[config.mk]
export PLATFORM = sky130hd
export DESIGN_NAME = alarm_irq_unit
export DESIGN_NICKNAME = d
export VERILOG_FILES = /design/src/rtl/alarm_irq_pkg.sv /design/src/rtl/alarm_slot.sv /design/src/rtl/alarm_route.sv /design/src/rtl/alarm_irq_unit.sv
export SDC_FILE = /design/constraint.sdc
export NUM_CORES = 1
export LEC_CHECK = 0
export BUFFER_PORTS_ARGS = -buffer_cell sky130_fd_sc_hd__buf_2
export CAP_MARGIN = 20
export CORE_MARGIN = 2
export CORE_UTILIZATION = 50
export DETAILED_ROUTE_END_ITERATION = 7
export GPL_ROUTABILITY_DRIVEN = 0
export PLACE_DENSITY = 0.71
export RECOVER_POWER = 25
export SETUP_SLACK_MARGIN = 0.02
export SKIP_LAST_GASP = 1
export SLEW_MARGIN = 20
export SYNTH_ARGS = -nofsm -noshare
export SYNTH_HDL_FRONTEND = slang
export SYNTH_SLANG_ARGS = --single-unit
[constraint.sdc]
create_clock -name clk -period 1.9 [get_ports clk]
set_input_delay 0.095 -clock clk [delete_from_list [all_inputs] [get_ports clk]]
set_output_delay 0.095 -clock clk [all_outputs]
set_load 0.005 [all_outputs]
[src/rtl/alarm_irq_pkg.sv]
package alarm_irq_pkg;
  localparam int DATA_W  = 8;
  localparam int TIME_W  = 7;
  localparam int FIELD_N = 4;
  localparam int ADDR_W  = 4;
  localparam int SLOT_N  = 2;
  localparam int CTL_W   = 3;

  localparam int CTL_EN0   = 0;
  localparam int CTL_EN1   = 1;
  localparam int CTL_SPLIT = 2;

  localparam logic [ADDR_W-1:0] CTL_ADDR  = ADDR_W'(SLOT_N * FIELD_N);
  localparam logic [ADDR_W-1:0] STAT_ADDR = ADDR_W'(SLOT_N * FIELD_N + 1);
endpackage

[src/rtl/alarm_slot.sv]
module alarm_slot #(
  parameter int DW = 8,
  parameter int TW = 7,
  parameter int FN = 4,
  parameter int AW = 4,
  parameter int BASE = 0
) (
  input  logic             clk,
  input  logic             rst,
  input  logic             tick,
  input  logic [FN*TW-1:0] now_flat,
  input  logic             wr_en,
  input  logic             rd_en,
  input  logic [AW-1:0]    addr,
  input  logic [DW-1:0]    wr_data,
  output logic [DW-1:0]    rd_word,
  output logic             sel,
  output logic             flag
);
  localparam int IW = $clog2(FN);
  localparam logic [AW:0] LO = (AW+1)'(BASE);
  localparam logic [AW:0] HI = (AW+1)'(BASE + FN);

  logic [DW-1:0] reg_q [FN];
  logic [FN-1:0] field_ok;
  logic [AW-1:0] off;
  logic [IW-1:0] idx;
  logic          hit;

  assign sel = ({1'b0, addr} >= LO) && ({1'b0, addr} < HI);
  assign off = addr - AW'(BASE);
  assign idx = off[IW-1:0];

  for (genvar f = 0; f < FN; f++) begin : g_field
    always_ff @(posedge clk) begin
      if (rst)
        reg_q[f] <= '0;
      else if (wr_en && sel && (idx == IW'(f)))
        reg_q[f] <= wr_data;
    end
    // mask bit (MSB) turns the field into a don't-care
    assign field_ok[f] = reg_q[f][DW-1] ||
                         (reg_q[f][TW-1:0] == now_flat[f*TW +: TW]);
  end

  assign rd_word = reg_q[idx];
  assign hit     = tick && (&field_ok);

  always_ff @(posedge clk) begin
    if (rst)
      flag <= 1'b0;
    else if (hit)
      flag <= 1'b1;
    else if (sel && (wr_en || rd_en))
      flag <= 1'b0;
  end
endmodule

[src/rtl/alarm_route.sv]
module alarm_route #(
  parameter int CW = 3,
  parameter int AW = 4,
  parameter logic [AW-1:0] CADDR = '0
) (
  input  logic          clk,
  input  logic          rst,
  input  logic          wr_en,
  input  logic [AW-1:0] addr,
  input  logic [CW-1:0] wr_bits,
  input  logic [1:0]    flags,
  output logic [CW-1:0] ctl_q,
  output logic [1:0]    irq_n
);
  logic [1:0] req;
  logic [1:0] irq_n_d;

  always_ff @(posedge clk) begin
    if (rst)
      ctl_q <= '0;
    else if (wr_en && (addr == CADDR))
      ctl_q <= wr_bits;
  end

  assign req = flags & ctl_q[1:0];

  always_comb begin
    if (ctl_q[2])
      irq_n_d = ~req;
    else
      irq_n_d = {1'b1, ~(|req)};
  end

  always_ff @(posedge clk) begin
    if (rst)
      irq_n <= 2'b11;
    else
      irq_n <= irq_n_d;
  end
endmodule

[src/rtl/alarm_irq_unit.sv]
module alarm_irq_unit
  import alarm_irq_pkg::*;
(
  input  logic              clk,
  input  logic              rst,
  input  logic              tick,
  input  logic [TIME_W-1:0] now_sec,
  input  logic [TIME_W-1:0] now_min,
  input  logic [TIME_W-1:0] now_hour,
  input  logic [TIME_W-1:0] now_day,
  input  logic              wr_en,
  input  logic              rd_en,
  input  logic [ADDR_W-1:0] addr,
  input  logic [DATA_W-1:0] wr_data,
  output logic [DATA_W-1:0] rd_data,
  output logic              irq0_n,
  output logic              irq1_n
);
  logic [FIELD_N*TIME_W-1:0] now_flat;
  logic [DATA_W-1:0] word [SLOT_N];
  logic [SLOT_N-1:0] sel;
  logic [SLOT_N-1:0] flag_q;
  logic [CTL_W-1:0]  ctl_q;
  logic [1:0]        irq_n;
  logic [DATA_W-1:0] rd_next;

  assign now_flat = {now_day, now_hour, now_min, now_sec};

  for (genvar s = 0; s < SLOT_N; s++) begin : g_slot
    alarm_slot #(
      .DW(DATA_W), .TW(TIME_W), .FN(FIELD_N), .AW(ADDR_W), .BASE(s*FIELD_N)
    ) u_slot (
      .clk(clk), .rst(rst), .tick(tick), .now_flat(now_flat),
      .wr_en(wr_en), .rd_en(rd_en), .addr(addr), .wr_data(wr_data),
      .rd_word(word[s]), .sel(sel[s]), .flag(flag_q[s])
    );
  end

  alarm_route #(.CW(CTL_W), .AW(ADDR_W), .CADDR(CTL_ADDR)) u_route (
    .clk(clk), .rst(rst), .wr_en(wr_en), .addr(addr),
    .wr_bits(wr_data[CTL_W-1:0]), .flags(flag_q),
    .ctl_q(ctl_q), .irq_n(irq_n)
  );

  always_comb begin
    rd_next = '0;
    for (int s = 0; s < SLOT_N; s++)
      if (sel[s]) rd_next = word[s];
    if (addr == CTL_ADDR)  rd_next = DATA_W'(ctl_q);
    if (addr == STAT_ADDR) rd_next = DATA_W'(flag_q);
  end

  always_ff @(posedge clk) begin
    if (rst)
      rd_data <= '0;
    else if (rd_en)
      rd_data <= rd_next;
  end

  assign irq0_n = irq_n[0];
  assign irq1_n = irq_n[1];
endmodule

**Word level (Yosys, flattened, before mapping)**

Memory sizes are Yosys's and may differ from the RTL's.
Index checks and enable logic that the tools add are counted.

- Register bits: 15
- Bits in latches: 0
- Bits in writable memories: 64
- Bits in read-only memories: 0
- Bits of input ports: 45
- Output and inout port bits: 10
- Word-level logic and storage cells: 116
- Memories kept: 2

Memory list:

| name | depth | width | read ports | clocked after Yosys merged registers in | wr ports | line | source |
|---|---|---|---|---|---|---|---|
| g_slot[0].u_slot.reg_q | 4 | 8 | 5 | 0 | 4 | alarm_slot.sv:24 | `logic [DW-1:0] reg_q [FN];` |
| g_slot[1].u_slot.reg_q | 4 | 8 | 5 | 0 | 4 | alarm_slot.sv:24 |  |

- $add $sub $neg: 1
- Multipliers: 0
- Div/mod/pow operators: 0
- $lt $le $gt $ge: 3
- Eq/ne operators: 16
- Shift operators: 0
- Mux-type cells: 43
- Bitwise operators: 12
- Reduce and logical (&&, ||, !) cells: 33

Operator list:

| cell | number |
|---|---|
| $mux W8 | 12 |
| $eq A7 B7 Y1 | 8 |
| $mux W1 | 31 |
| $logic_and A1 B1 Y1 | 16 |
| $logic_or A1 B1 Y1 | 9 |
| $eq A2 B2 Y1 const B | 4 |
| $eq A4 B4 Y1 const B | 2 |
| $or A1 B1 Y1 | 8 |
| $reduce_and A4 Y1 | 2 |
| $eq A2 B1 Y1 const B | 2 |
| $ge A4 B3 Y1 const B | 1 |
| $logic_not A2 Y1 | 2 |
| $lt A4 B3 Y1 const B | 1 |
| $lt A4 B4 Y1 const B | 1 |
| $reduce_bool A2 Y1 | 2 |
| $reduce_or A2 Y1 | 2 |
| $and A2 B2 Y2 | 1 |
| $not A1 Y1 | 2 |
| $not A2 Y2 | 1 |
| $sub A2 B1 Y2 const B | 1 |

**Depth between registers and ports, before layout**

- Depth after elaboration: 8
- Depth in mapped cells: 8
- Depth with buffers taken out: 5

**Modules after synthesis**

A second synthesis with hierarchy kept.

- Cell total of the unflattened synthesis: 338
- Area total of the unflattened synthesis: 4294.1 µm²

By module, submodules not included:

| module | instances | cells each | area each (µm²) | seq. area each (µm²) |
|---|---|---|---|---|
| alarm_slot (g_slot[0].u_slot) | 1 | 129 | 1793.0 | 980.9 |
| alarm_slot (g_slot[1].u_slot) | 1 | 130 | 1784.2 | 980.9 |
| alarm_irq_unit | 1 | 57 | 499.2 | 160.2 |
| alarm_route | 1 | 22 | 217.7 | 100.1 |

**Least setup slack after synthesis**

Ideal clock, no wire load.

- Path kind: register to register
- Start point: memory g_slot[0].u_slot.reg_q[0][5]
- End point: register g_slot[0].u_slot.flag
- Setup time: 0.071 ns
- Arrival time: 1.521 ns
- Data required time: 1.829 ns
- Slack: 0.309 ns
- Cell stages (with the launch flop): 6
- Path buffers: 0
- Clock period less this slack: 1.591 ns
- Cells stage by stage: edfxtp_1 -> xor2_1 -> nor4_2 -> a41oi_1 -> or4_1 -> a21oi_1

RTL lines:

| element | line | source |
|---|---|---|
| start: declaration | alarm_slot.sv:24 |  |
| end signal: assignment | alarm_slot.sv:51 | `flag <= 1'b0;` |
| end signal: assignment | alarm_slot.sv:53 | `flag <= 1'b1;` |
| end signal: assignment | alarm_slot.sv:55 | `flag <= 1'b0;` |
| end: declaration | alarm_slot.sv:18 | `output logic flag` |

==> run_results.csv <==
group,metric,value,unit
min_path,min_path_type,"input port to register",
pwr,internal-power,3080,uW
setup_path,crit_type,"register to register",
floorplan,die_w,96.1,um
finish,antenna_cells,0,
yosys,synth-seq-area-share,52.3,%
global_routing,grt_pass1_vias,3004,
clocking,clk_pin_slew_worst_paths,0.09,ns
setup_path,slowest_stage,"or4_1",
pwr,switching_share,24.5,%
timing,final_hold_viol_count,0,
detailed_routing,postRouteAntennaNets,0,
pwr,combinationalPowerShare,13.0,%
clocking,cts_tree,"yes",
finish,mostFrequentLayoutCells,"64 x edfxtp_1, 51 x and2_1, 45 x buf_2",
floorplan,die_h,96.1,um
status,status,"complete, no violations",
yosys,avgSynthCellArea,12.4,sq um
setup_path,critPathBufInv,0,
setup_path,cp_top_family,"simple AND/OR/NAND/NOR gates",
placement,dp_slack,-0.0842,ns
floorplan,die-area,0.00924,sq mm
finish,drive_above_1_share,24.8,%
global_routing,grt_max_degree,24,
pwr,leakage,0.00183,uW
timing,finalCritPeriodShare,96.3,%
clocking,ctsRootBufferMaster,"clkbuf_8",
timing,period_needed,1.83,ns
timing,setup_viol,0,
clocking,numCtsBuffers,9,
floorplan,rows,33,
pwr,p_seq_share,50.1,%
pwr,powerDensity,815,mW/mm^2
timing,worstMarginPinSlew,0.922,ns
yosys,synth_nets,386,
detailed_routing,routed_via_density,5.74,
pwr,p_total,4080,uW
setup_path,critPathLaunchType,"register",
global_routing,grt_usage,26.6,%
yosys,synth.distinct_cells,35,
placement,dp_hpwl,8.75,mm
timing,finalMaxSlewViolations,0,
pwr,ir_worst_vdd,481,uV
setup_path,worst_ep_required_time,2.20,ns
setup_path,arrival,2.13,ns
detailed_routing,wl_per_cell,21.9,um
detailed_routing,drc,0,
setup_path,cp_max_fo,2,
yosys,syn_area,0.00425,sq mm
timing,rsz0062_at_grt,"yes",
detailed_routing,drt-initial-drc-count,250,
yosys,syn_inst,341,
timing,fin_ws,0.0699,ns
floorplan,core_area,0.00822,sq mm
finish,final_common_cell,"edfxtp_1",
clocking,htreeDepth,3,
timing,slew-limit-headroom,38.4,%
pwr,switchingPower,1000,uW
clocking,clock-sinks,79,
flow_run,max-cap-violations,0,
floorplan,io_pins,55,
setup_path,cp-end-kind,"register",
global_routing,grt_pass1_wl,17.2,mm
global_routing,antenna_found_initial,0,
detailed_routing,firstDrtPassIters,5,
clocking,cts_buffer_depth,2,
global_routing,grt-ovfl-total,0,
clocking,hold_buffers,0,
yosys,yosys_warnings,0,
yosys,synth-seq-cells,79,
timing,fin_skew,0.0108,ns
clocking,clkLatencyLatePin,0.36,ns
floorplan,start_util,51.7,%
finish,syn_to_final_growth,18.0,%
setup_path,max_stage_delay,0.49,ns
pwr,pwr-share-clk,36.9,%
finish,fin_nets,460,
detailed_routing,vias,3013,
detailed_routing,drt_wl_total,11.5,mm
timing,clock.fmax,546,MHz
setup_path,timing.critical_path.cells,"xor2_2 -> nor4_4 -> a41oi_2 -> or4_1 -> a21oi_1",
placement,numPortBuffers,54,
-- area by class of cell --
cell class	instances	area, sq um
inverters	4	15.0
flip-flops and latches	79	2220
well taps	105	131
fillers	685	3210
clock buffers	11	131
repair buffers	73	392
clock inverters	5	106
multi-input cells	248	2010
-- cell families after synthesis --
kind of cell           share of synthesized area, %
AO/OA/AOI/OAI                                  6.40
XOR/XNOR                                       11.6
buffers and inverters                          1.68
flip-flops                                     52.3
multiplexers                                   10.4
AND/OR/NAND/NOR                                17.6
-- sequential cells by signal, summed over array words and instances, names as in the netlist --
name / cells
g_slot.u_slot.reg_q: 64
rd_data: 8
u_route.ctl_q: 3
g_slot.u_slot.flag: 2
u_route.irq_n: 2
-- synth_stat cells --
| library cell | n | area share [%] |
|---|---|---|
| and2_1 | 64 | 9.4 |
| edfxtp_1 | 64 | 45 |
| xor2_1 | 32 | 6.6 |
| xnor2_1 | 24 | 5.0 |
| nor2_1 | 16 | 1.4 |
| dfxtp_1 | 15 | 7.1 |
| a21oi_1 | 13 | 1.5 |
| mux4_2 | 13 | 6.9 |
| nor2b_1 | 12 | 1.8 |
| nand2_1 | 10 | 0.88 |
| o21ai_0 | 7 | 0.83 |
| a41oi_1 | 6 | 1.2 |
| nor4_1 | 6 | 0.88 |
| o21bai_1 | 6 | 1.1 |
| mux2_2 | 5 | 1.3 |
| nand2b_1 | 5 | 0.74 |
| a22oi_1 | 4 | 0.71 |
| clkbuf_1 | 4 | 0.35 |
| inv_1 | 4 | 0.35 |
| mux2i_1 | 4 | 0.94 |
| buf_2 | 3 | 0.35 |
| nand3_1 | 3 | 0.35 |
| nor3_1 | 3 | 0.35 |
| a31o_2 | 2 | 0.41 |
| and4_1 | 2 | 0.41 |
| buf_4 | 2 | 0.35 |
| mux4_1 | 2 | 1.2 |
| nor4_2 | 2 | 0.59 |
| or4_1 | 2 | 0.35 |
| a32o_1 | 1 | 0.24 |
| and4b_1 | 1 | 0.24 |
| buf_6 | 1 | 0.27 |
| nand4b_1 | 1 | 0.21 |
| o2111ai_1 | 1 | 0.21 |
| o21a_1 | 1 | 0.18 |
-- metrics by stage --
| stage | TNS (ns) | util, % | hold WS, ns | std cells | cell area [sq um] |
|---|---|---|---|---|---|
| 2_1_floorplan | 0 | - | 0.196 | 341 | 4250 |
| 3_3_place_gp | -0.0680 | 57.2 | 0.417 | 505 | 4700 |
| 3_5_place_dp | -0.0915 | 57.2 | 0.423 | 505 | 4700 |
| 4_1_cts | 0 | 60.3 | 0.129 | 521 | 4950 |
| 5_1_grt | 0 | 61.0 | 0.134 | 525 | 5010 |
| 6_report | 0 | 61.0 | 0.127 | 525 | 5010 |
-- routing by layer --
metal	global-route usage, %	vias to the layer above	share of wire (%)
met3	5.17	28	6.7
met1	37.1	1455	44
met5	0	-	0
met2	41.1	146	46
li1	-	1384	-
met4	10.6	0	3.0
-- worst paths after layout --
path / end / slack, ns / startpoint / depth (start not counted)
max: g_slot[0].u_slot.flag / 0.07 / g_slot[0].u_slot.reg_q[3][1] / 5
min: u_route.ctl_q[0] / 0.13 / wr_data[0] / 3
max reg2reg: g_slot[0].u_slot.flag / 0.07 / g_slot[0].u_slot.reg_q[3][1] / 5
min reg2reg: u_route.irq_n[1] / 0.44 / u_route.ctl_q[2] / 1
-- power groups by stage --
stage	clock network, uW	registers [uW]	logic, uW
finish	1510	2050	531
global route	1580	2050	571
CTS	1510	2040	506
detailed placement	0	2080	496
global placement	0	2080	489
floorplan	0	2050	299
-- worst register-to-register path: stages (launching register included) --
cell and delay [ns]:
edfxtp_1 0.45, xor2_2 0.19, nor4_4 0.35, a41oi_2 0.18, or4_1 0.49, a21oi_1 0.13
-- repair_timing --
item                       4_1_cts  5_1_grt
setup endpoints to repair        2        2
hold endpoints to repair         0        0
resized for setup                2        6
setup buffers                    0        4
pin swaps                        0       10
Note: power is estimated with default switching activity, not from simulation.
